### src/rtl/sysctl_pkg.sv
package sysctl_pkg;

  localparam int CRN_W   = 4;
  localparam int CRM_W   = 4;
  localparam int OP_W    = 3;
  localparam int BP_NUM  = 5;
  localparam int BP_SEL_W = $clog2(BP_NUM);

  // Write filters (writable bits per register)
  localparam logic [31:0] CTRL_KEEP  = 32'h0000_3B87;
  localparam logic [31:0] CTRL_FORCE = 32'h0000_0078;
  localparam logic [31:0] TTB_KEEP   = 32'hFFFF_C000;
  localparam logic [31:0] FSR_KEEP   = 32'h0000_06FF;
  localparam logic [31:0] PID_KEEP   = 32'hFE00_0000;
  localparam logic [31:0] CPA_KEEP   = 32'h0000_3FFF;
  localparam logic [31:0] AUX_KEEP   = 32'h0000_0033;

  typedef struct packed {
    logic                hit;
    logic [BP_SEL_W-1:0] sel;
  } bp_pick_t;

  // Maps the secondary register number onto one breakpoint slot
  function automatic bp_pick_t bp_pick(input logic [CRM_W-1:0] crm);
    bp_pick_t p;
    p.hit = 1'b1;
    p.sel = '0;
    unique case (crm)
      4'd0:    p.sel = BP_SEL_W'(0);
      4'd3:    p.sel = BP_SEL_W'(1);
      4'd4:    p.sel = BP_SEL_W'(2);
      4'd8:    p.sel = BP_SEL_W'(3);
      4'd9:    p.sel = BP_SEL_W'(4);
      default: p.hit = 1'b0;
    endcase
    return p;
  endfunction

endpackage

### src/rtl/sysctl_access_check.sv
module sysctl_access_check
  import sysctl_pkg::*;
(
  input  logic             user_mode,
  input  logic [CRN_W-1:0] crn,
  input  logic [CRM_W-1:0] crm,
  input  logic [OP_W-1:0]  op1,
  input  logic [OP_W-1:0]  op2,
  output logic             legal
);

  logic crm_zero, op2_zero, matrix_ok;
  bp_pick_t pick;

  assign crm_zero = (crm == '0);
  assign op2_zero = (op2 == '0);
  assign pick     = bp_pick(crm);

  always_comb begin
    matrix_ok = 1'b0;
    unique case (crn)
      4'd0, 4'd1:                matrix_ok = crm_zero;
      4'd2, 4'd3, 4'd5, 4'd6,
      4'd13:                     matrix_ok = crm_zero && op2_zero;
      4'd4, 4'd11, 4'd12:        matrix_ok = 1'b0;
      4'd7: begin
        unique case (op2)
          3'd0:    matrix_ok = (crm >= 4'd5) && (crm <= 4'd7);
          3'd1:    matrix_ok = (crm == 4'd5) || (crm == 4'd6) || (crm == 4'd10);
          3'd4:    matrix_ok = (crm == 4'd10);
          3'd5:    matrix_ok = (crm == 4'd2);
          3'd6:    matrix_ok = (crm == 4'd5);
          default: matrix_ok = 1'b0;
        endcase
      end
      4'd8:                      matrix_ok = (op2 <= 3'd1) && (crm >= 4'd5) &&
                                             (crm <= 4'd7) &&
                                             !((op2 == 3'd1) && (crm == 4'd7));
      4'd9:                      matrix_ok = (crm <= 4'd1) &&
                                             ((op2 == 3'd1) || (op2 == 3'd2));
      4'd10:                     matrix_ok = (crm <= 4'd1) && (op2 == 3'd4);
      4'd14:                     matrix_ok = op2_zero && pick.hit;
      4'd15:                     matrix_ok = (crm == 4'd1) && op2_zero;
      default:                   matrix_ok = 1'b0;
    endcase
  end

  // Privilege and opcode_1 gate everything ahead of the matrix
  assign legal = !user_mode && (op1 == '0) && matrix_ok;

endmodule

### src/rtl/sysctl_write_filter.sv
module sysctl_write_filter
  import sysctl_pkg::*;
#(
  parameter int DATA_W = 32
) (
  input  logic              alt_bank,
  input  logic [CRN_W-1:0]  crn,
  input  logic [DATA_W-1:0] wdata,
  output logic [DATA_W-1:0] wvalue
);

  always_comb begin
    wvalue = '0;
    if (alt_bank) begin
      if (crn == 4'd1) wvalue = wdata & DATA_W'(AUX_KEEP);
    end else begin
      unique case (crn)
        4'd1:       wvalue = (wdata & DATA_W'(CTRL_KEEP)) | DATA_W'(CTRL_FORCE);
        4'd2:       wvalue = wdata & DATA_W'(TTB_KEEP);
        4'd5:       wvalue = wdata & DATA_W'(FSR_KEEP);
        4'd13:      wvalue = wdata & DATA_W'(PID_KEEP);
        4'd15:      wvalue = wdata & DATA_W'(CPA_KEEP);
        default:    wvalue = wdata;
      endcase
    end
  end

endmodule

### src/rtl/sysctl_bp_bank.sv
module sysctl_bp_bank
  import sysctl_pkg::*;
#(
  parameter int DATA_W = 32,
  parameter int NUM_BP = BP_NUM
) (
  input  logic                clk,
  input  logic                rst,
  input  logic                wr_en,
  input  logic [BP_SEL_W-1:0] sel,
  input  logic [DATA_W-1:0]   wdata,
  output logic [DATA_W-1:0]   rdata
);

  logic [DATA_W-1:0] bp_q [NUM_BP];

  for (genvar i = 0; i < NUM_BP; i++) begin : g_slot
    always_ff @(posedge clk) begin
      if (rst)                                  bp_q[i] <= '0;
      else if (wr_en && (sel == BP_SEL_W'(i)))  bp_q[i] <= wdata;
    end

    // a slot only moves when it is the one addressed by a write
    p_bp_hold_r7: assert property (@(posedge clk) disable iff (rst)
      !(wr_en && (sel == BP_SEL_W'(i))) |=> $stable(bp_q[i]));
  end

  always_comb begin
    rdata = '0;
    for (int k = 0; k < NUM_BP; k++)
      if (sel == BP_SEL_W'(k)) rdata = bp_q[k];
  end

endmodule

### src/rtl/sysctl_regbank.sv
module sysctl_regbank
  import sysctl_pkg::*;
#(
  parameter int          DATA_W     = 32,
  parameter logic [31:0] ID_VALUE   = 32'h6905_2000,
  parameter logic [31:0] CACHE_TYPE = 32'h0B1A_A1AA,
  parameter logic [31:0] CTRL_RESET = 32'h0000_0078,
  parameter int          ENDIAN_BIT = 7
) (
  input  logic              clk,
  input  logic              rst,
  input  logic              req_valid,
  input  logic              req_write,
  input  logic              req_user,
  input  logic [CRN_W-1:0]  req_crn,
  input  logic [CRM_W-1:0]  req_crm,
  input  logic [OP_W-1:0]   req_op1,
  input  logic [OP_W-1:0]   req_op2,
  input  logic [DATA_W-1:0] req_wdata,
  output logic              resp_done,
  output logic              resp_undef,
  output logic [DATA_W-1:0] resp_rdata,
  output logic              big_endian,
  output logic              mode_change
);

  logic legal, alt_bank, wr_ok, rd_ok, bp_wr;
  logic [DATA_W-1:0] wvalue, bp_rdata;
  logic [DATA_W-1:0] ctrl_q, ttb_q, dac_q, fsr_q, far_q, pid_q, cpa_q, aux_q;
  bp_pick_t pick;

  sysctl_access_check u_check (
    .user_mode (req_user),
    .crn       (req_crn),
    .crm       (req_crm),
    .op1       (req_op1),
    .op2       (req_op2),
    .legal     (legal)
  );

  assign alt_bank   = (req_op2 != '0);
  assign resp_done  = req_valid && legal;
  assign resp_undef = req_valid && !legal;
  assign wr_ok      = resp_done && req_write;
  assign rd_ok      = resp_done && !req_write;
  assign pick       = bp_pick(req_crm);
  assign bp_wr      = wr_ok && !alt_bank && (req_crn == 4'd14);

  sysctl_write_filter #(.DATA_W(DATA_W)) u_filter (
    .alt_bank (alt_bank),
    .crn      (req_crn),
    .wdata    (req_wdata),
    .wvalue   (wvalue)
  );

  sysctl_bp_bank #(.DATA_W(DATA_W)) u_bp (
    .clk   (clk),
    .rst   (rst),
    .wr_en (bp_wr),
    .sel   (pick.sel),
    .wdata (wvalue),
    .rdata (bp_rdata)
  );

  always_ff @(posedge clk) begin
    if (rst) begin
      ctrl_q      <= DATA_W'(CTRL_RESET);
      ttb_q       <= '0;
      dac_q       <= '0;
      fsr_q       <= '0;
      far_q       <= '0;
      pid_q       <= '0;
      cpa_q       <= '0;
      aux_q       <= '0;
      big_endian  <= CTRL_RESET[ENDIAN_BIT];
      mode_change <= 1'b0;
    end else begin
      mode_change <= 1'b0;
      if (wr_ok && alt_bank && (req_crn == 4'd1)) aux_q <= wvalue;
      if (wr_ok && !alt_bank) begin
        unique case (req_crn)
          4'd1: begin
            ctrl_q <= wvalue;
            if (wvalue[ENDIAN_BIT] != ctrl_q[ENDIAN_BIT]) begin
              mode_change <= 1'b1;
              big_endian  <= wvalue[ENDIAN_BIT];
            end
          end
          4'd2:    ttb_q <= wvalue;
          4'd3:    dac_q <= wvalue;
          4'd5:    fsr_q <= wvalue;
          4'd6:    far_q <= wvalue;
          4'd13:   pid_q <= wvalue;
          4'd15:   cpa_q <= wvalue;
          default: ;
        endcase
      end
    end
  end

  always_comb begin
    resp_rdata = '0;
    if (rd_ok) begin
      if (alt_bank) begin
        if (req_crn == 4'd0)      resp_rdata = DATA_W'(CACHE_TYPE);
        else if (req_crn == 4'd1) resp_rdata = aux_q;
      end else begin
        unique case (req_crn)
          4'd0:    resp_rdata = DATA_W'(ID_VALUE);
          4'd1:    resp_rdata = ctrl_q;
          4'd2:    resp_rdata = ttb_q;
          4'd3:    resp_rdata = dac_q;
          4'd5:    resp_rdata = fsr_q;
          4'd6:    resp_rdata = far_q;
          4'd13:   resp_rdata = pid_q;
          4'd14:   resp_rdata = bp_rdata;
          4'd15:   resp_rdata = cpa_q;
          default: resp_rdata = '0;
        endcase
      end
    end
  end

  // user mode or nonzero opcode_1 is always undefined
  p_user_reject_r1: assert property (@(posedge clk) disable iff (rst)
    (req_valid && req_user) |-> (resp_undef && !resp_done));
  p_op1_reject_r1: assert property (@(posedge clk) disable iff (rst)
    (req_valid && (req_op1 != '0)) |-> resp_undef);

  // exactly one response per request, none when idle
  p_one_resp_r8: assert property (@(posedge clk) disable iff (rst)
    $onehot0({resp_done, resp_undef}) && (req_valid == (resp_done || resp_undef)));
  p_undef_no_write_r8: assert property (@(posedge clk) disable iff (rst)
    resp_undef |=> $stable({ctrl_q, ttb_q, dac_q, fsr_q, far_q, pid_q, cpa_q, aux_q}));

  // forced-one bits of the control register never drop
  p_ctrl_forced_r5: assert property (@(posedge clk) disable iff (rst)
    ((ctrl_q & DATA_W'(CTRL_FORCE)) == DATA_W'(CTRL_FORCE)));

  // the pulse marks a real change of the endianness output
  p_pulse_on_change_r9: assert property (@(posedge clk) disable iff (rst)
    mode_change |-> (big_endian != $past(big_endian)));
  p_no_silent_change_r9: assert property (@(posedge clk) disable iff (rst)
    !mode_change |-> (big_endian == $past(big_endian)));

  // read data is quiet outside a legal read
  p_rdata_quiet_r10: assert property (@(posedge clk) disable iff (rst)
    !rd_ok |-> (resp_rdata == '0));

endmodule

### config.mk
export PLATFORM = sky130hd
export DESIGN_NAME = sysctl_regbank
export DESIGN_NICKNAME = d
export VERILOG_FILES = /design/src/rtl/sysctl_pkg.sv /design/src/rtl/sysctl_access_check.sv /design/src/rtl/sysctl_write_filter.sv /design/src/rtl/sysctl_bp_bank.sv /design/src/rtl/sysctl_regbank.sv
export SDC_FILE = /design/constraint.sdc
export NUM_CORES = 1
export LEC_CHECK = 0
export ABC_AREA = 1
export BUFFER_PORTS_ARGS = -buffer_cell sky130_fd_sc_hd__buf_2
export CAP_MARGIN = 20
export CORE_MARGIN = 5
export CORE_UTILIZATION = 61
export CTS_CLUSTER_SIZE = 10
export DETAILED_ROUTE_END_ITERATION = 12
export GPL_TIMING_DRIVEN = 0
export HOLD_SLACK_MARGIN = 0.12
export PLACE_DENSITY = 0.76
export SKIP_LAST_GASP = 1
export SYNTH_ARGS = -nofsm -noshare
export SYNTH_HDL_FRONTEND = slang
export SYNTH_SLANG_ARGS = --single-unit
### constraint.sdc
create_clock -name clk -period 5.5 [get_ports clk]
set_input_delay 0 -clock clk [delete_from_list [all_inputs] [get_ports clk]]
set_output_delay 0 -clock clk [all_outputs]
set_load 0.03 [all_outputs]
==> results_dict.tcl <==
set metrics [dict create \
    run_status "finished, final reports clean" \
    yosysUniqueCellTypes 39 \
    final_wtd_congestion 0.994 \
    max_clock_freq_mhz 288 \
    ctsHtreeMaxLevel 2 \
    sw_frac_of_total_pct 23.7 \
    synthCells 2301 \
    detail_route.first_pass.iterations 6 \
    slowest_stage "o21ai_4" \
    tightest_slew_ns 1.13 \
    grt_pass1_vias 16800 \
    post_layout_nets 2530 \
    layoutNonFillerInstCount 2893 \
    placement_rows 63 \
    seqPwrFrac_pct 49.5 \
    post_drt_via_cell_ratio 6.13 \
    port-buffer-count 86 \
    power_switching_w 0.00157 \
    rsz0062_at_grt "false" \
    synth_flop_cell "dfxtp_1" \
    syn_area_per_cell_sq_um 8.02 \
    initial_core_util_pct 62.1 \
    yosysTopAreaCellShare_pct 28.0 \
    slew-limit-headroom_pct 24.6 \
    p_clk_share_pct 43.8 \
    worst-path-max-fanout 32 \
    grt_use_total_pct 38.1 \
    layout_commonest_cell "nor2_1" \
    multi_input_gate_area_in_the_final_layout_sq_um 7210 \
    flow.area_growth_from_synthesis_pct 15.5 \
    irDropWorstVdd_mv 0.329 \
    tritoncts_buffer_count 48 \
    ys_seq_area_share_pct 54.1 \
    critPathLaunchType "input pin" \
    placed_cells 2781 \
    min_period_ns 3.47 \
    yosys_register_bits 418 \
    r2r_start "ttb_q[15]$_SDFFE_PP0P_" \
    ys_top_cells_by_area "dfxtp_1 (28%), edfxtp_1 (26%), nor2_1 (9.1%)" \
    drc 0 \
    seqCellArea_sq_um 9970 \
    die-height_um 184 \
    first_iter_violations 2614 \
    yosys_warnings 0 \
    total_leakage_power_nw 8.05 \
    route.detailed.wl_per_inst_um 22.5 \
    worst_ep_required_time_ns 5.66 \
    pin_count 87 \
    final_hold_viol_count 0 \
    final_cell_mix "nor2_1 (446), nand2_1 (441), dfxtp_1 (258), nand3_1 (184), edfxtp_1 (160)" \
    post_synthesis_net_count 2352 \
    worst_hold_path_type "in -> reg" \
    share_of_post_route_cells_with_drive_strength_above_1_pct 10.2 \
    cts_tree "done" \
    cell_area_synth_sq_um 18400 \
    crit_path_end_kind "flip-flop" \
    globalRoute.totalOverflow 0 \
    tns_ns 0 \
    worstPathCellList "dlygate4sd3_1, buf_2, inv_1, nand2_1, nor2_2, nor2_1, nand2_1, nand2_1, nand2_1, nand2_1, nand3_2, nand4_2, nor2_2, buf_2, nand2_1, o21ai_4" \
    hold_start "req_crm[3]" \
    grt_first_pass_wirelength_mm 98.0 \
    filler_cell_count 2406 \
    clk_root_buffer_cell "clkbuf_16" \
    max-cap-violations 0 \
    synth_top_cell_by_area "dfxtp_1" \
    hpwlAfterDp_mm 48.0 \
    fp.dieArea_sq_um 33800 \
    cts_buffer_depth 3 \
    async_flop_share_pct 0 \
    fp.coreArea_sq_um 29700 \
    cts.clk_slew.worst_paths_ns 0.05 \
    die_width_um 184 \
    detail_route.wirelength_mm 65.0 \
    final_min_period_over_clock_period_pct 63.2 \
    clock_latency_of_the_later_clocked_register_in_the_worst_skew_pair_ns 0.54 \
    critPathLaunch "req_crm[2]" \
    antenna_violating_nets_post_route 0 \
    share_of_the_core_filled_with_cells_in_the_final_layout_pct 71.7 \
    largest_net_degree_at_the_start_of_global_routing 33 \
    critical-path-max-stage-delay_ns 0.94 \
    post_cts.repair.setup_buffers 0 \
    slew_violations 0 \
    cts_sink_cnt 418 \
    data_arrival_time_of_the_critical_path_ns 3.64 \
    antenna_found_initial 0 \
    synth-edff-count 160 \
    internal_power_w 0.00507 \
    combinationalPowerShare_pct 6.7 \
    finalSetupViolations 0 \
    critical_path_class "in -> reg" \
    clock_tree_skew_after_final_layout_ns 0.000661 \
    p_per_area_nw_per_um2 311 \
    via_count 17700 \
    worst_path_most_repeated_cell "nand2_1" \
]
## flip-flops by register name, summed over array words and instances, names as in the netlist
name and count:
cpa_q 32, dac_q 32, big_endian 1, ttb_q 32, fsr_q 32, mode_change 1
ctrl_q 32, far_q 32, aux_q 32, u_bp.bp_q 160, pid_q 32
## layout make-up
cell class                 count  share of cell area [%]
antenna                        1                  0.0117
buffer                       166                    3.42
clock buffer                  71                    6.34
clock inverter                 2                   0.217
inverter                     158                    2.78
multi-input combinational   1559                    33.8
sequential                   418                    46.8
tap                          390                    2.29
timing repair buffer         128                    4.32
## stage by stage
stage | instance area, sq um | power [W] | hold slack (ns) | worst slack [ns]
after detailed placement | 19500 | 0.00376 | 0.276 | 1.95
after floorplan | 18400 | 0.00358 | 0.135 | 1.52
after global placement | 19400 | 0.00374 | 0.267 | -0.572
after CTS | 21300 | 0.00661 | 0.123 | 2.14
final | 21300 | 0.00664 | 0.138 | 2.03
after global routing | 21300 | 0.00680 | 0.176 | 1.90
## power groups by stage
stage / logic, W / registers [W] / clock network, W
2_1_floorplan: 0.000229 / 0.00335 / 0
3_3_place_gp: 0.000389 / 0.00335 / 0
3_5_place_dp: 0.000409 / 0.00335 / 0
4_1_cts: 0.000430 / 0.00329 / 0.00290
5_1_grt: 0.000471 / 0.00329 / 0.00304
6_report: 0.000446 / 0.00329 / 0.00290
## Yosys cell counts, types with 2 or more instances
library cell,n
o211ai_1,19
nand2_1,441
clkbuf_1,92
buf_1,15
clkinv_1,2
nand4_1,10
dlygate4sd1_1,2
a21oi_1,116
inv_1,147
buf_4,9
dfxtp_1,258
nor2_4,2
a221oi_1,49
a22oi_1,2
nand4_2,5
o22ai_1,22
a31oi_1,3
nor2_1,446
o21ai_0,109
nand3_1,184
or2_2,22
nor2_2,6
buf_2,47
nor4_1,5
inv_2,9
nor3_1,93
o221ai_1,9
a22o_1,4
edfxtp_1,160
nand2_2,3
nand3_2,2
## metal layers
metal / vias up / wire length, um / GRT usage [%]
li1: 8016 / - / -
met1: 8284 / 24400 / 51.5
met2: 1163 / 28400 / 58.1
met3: 257 / 7430 / 6.43
met4: 0 / 4820 / 22.7
met5: - / 0 / 0
## final timing paths
check	end	slack [ns]	cells past startpoint
worst max-delay path	u_bp.bp_q[4][2]$_SDFFCE_PN0P_	2.03	16
worst min-delay path	u_bp.bp_q[2][31]$_SDFFCE_PN0P_	0.14	6
worst max register to register	ttb_q[15]$_SDFFE_PP0P_	4.25	5
worst min register to register	aux_q[28]$_SDFFE_PP0P_	0.44	2
## logic make-up after synthesis
kind of cell | Yosys count | synth area share (%)
flops | 418 | 54.1
buf+inv | 324 | 7.17
simple gates | 1220 | 27.7
xor+xnor | 1 | 0.0475
compound gates | 338 | 11.0
## worst max-delay path, delay by kind of cell
family	cells	cell delay, ns
simple gates	11	1.62
buf+inv	4	1.07
compound gates	1	0.94
## what timing repair did
action | 4_1_cts | 5_1_grt
hold buffers | 38 | 0
endpoints found under the hold margin | 214 | 0
gates resized for setup | 0 | 0
(Power assumes the default switching activity.)
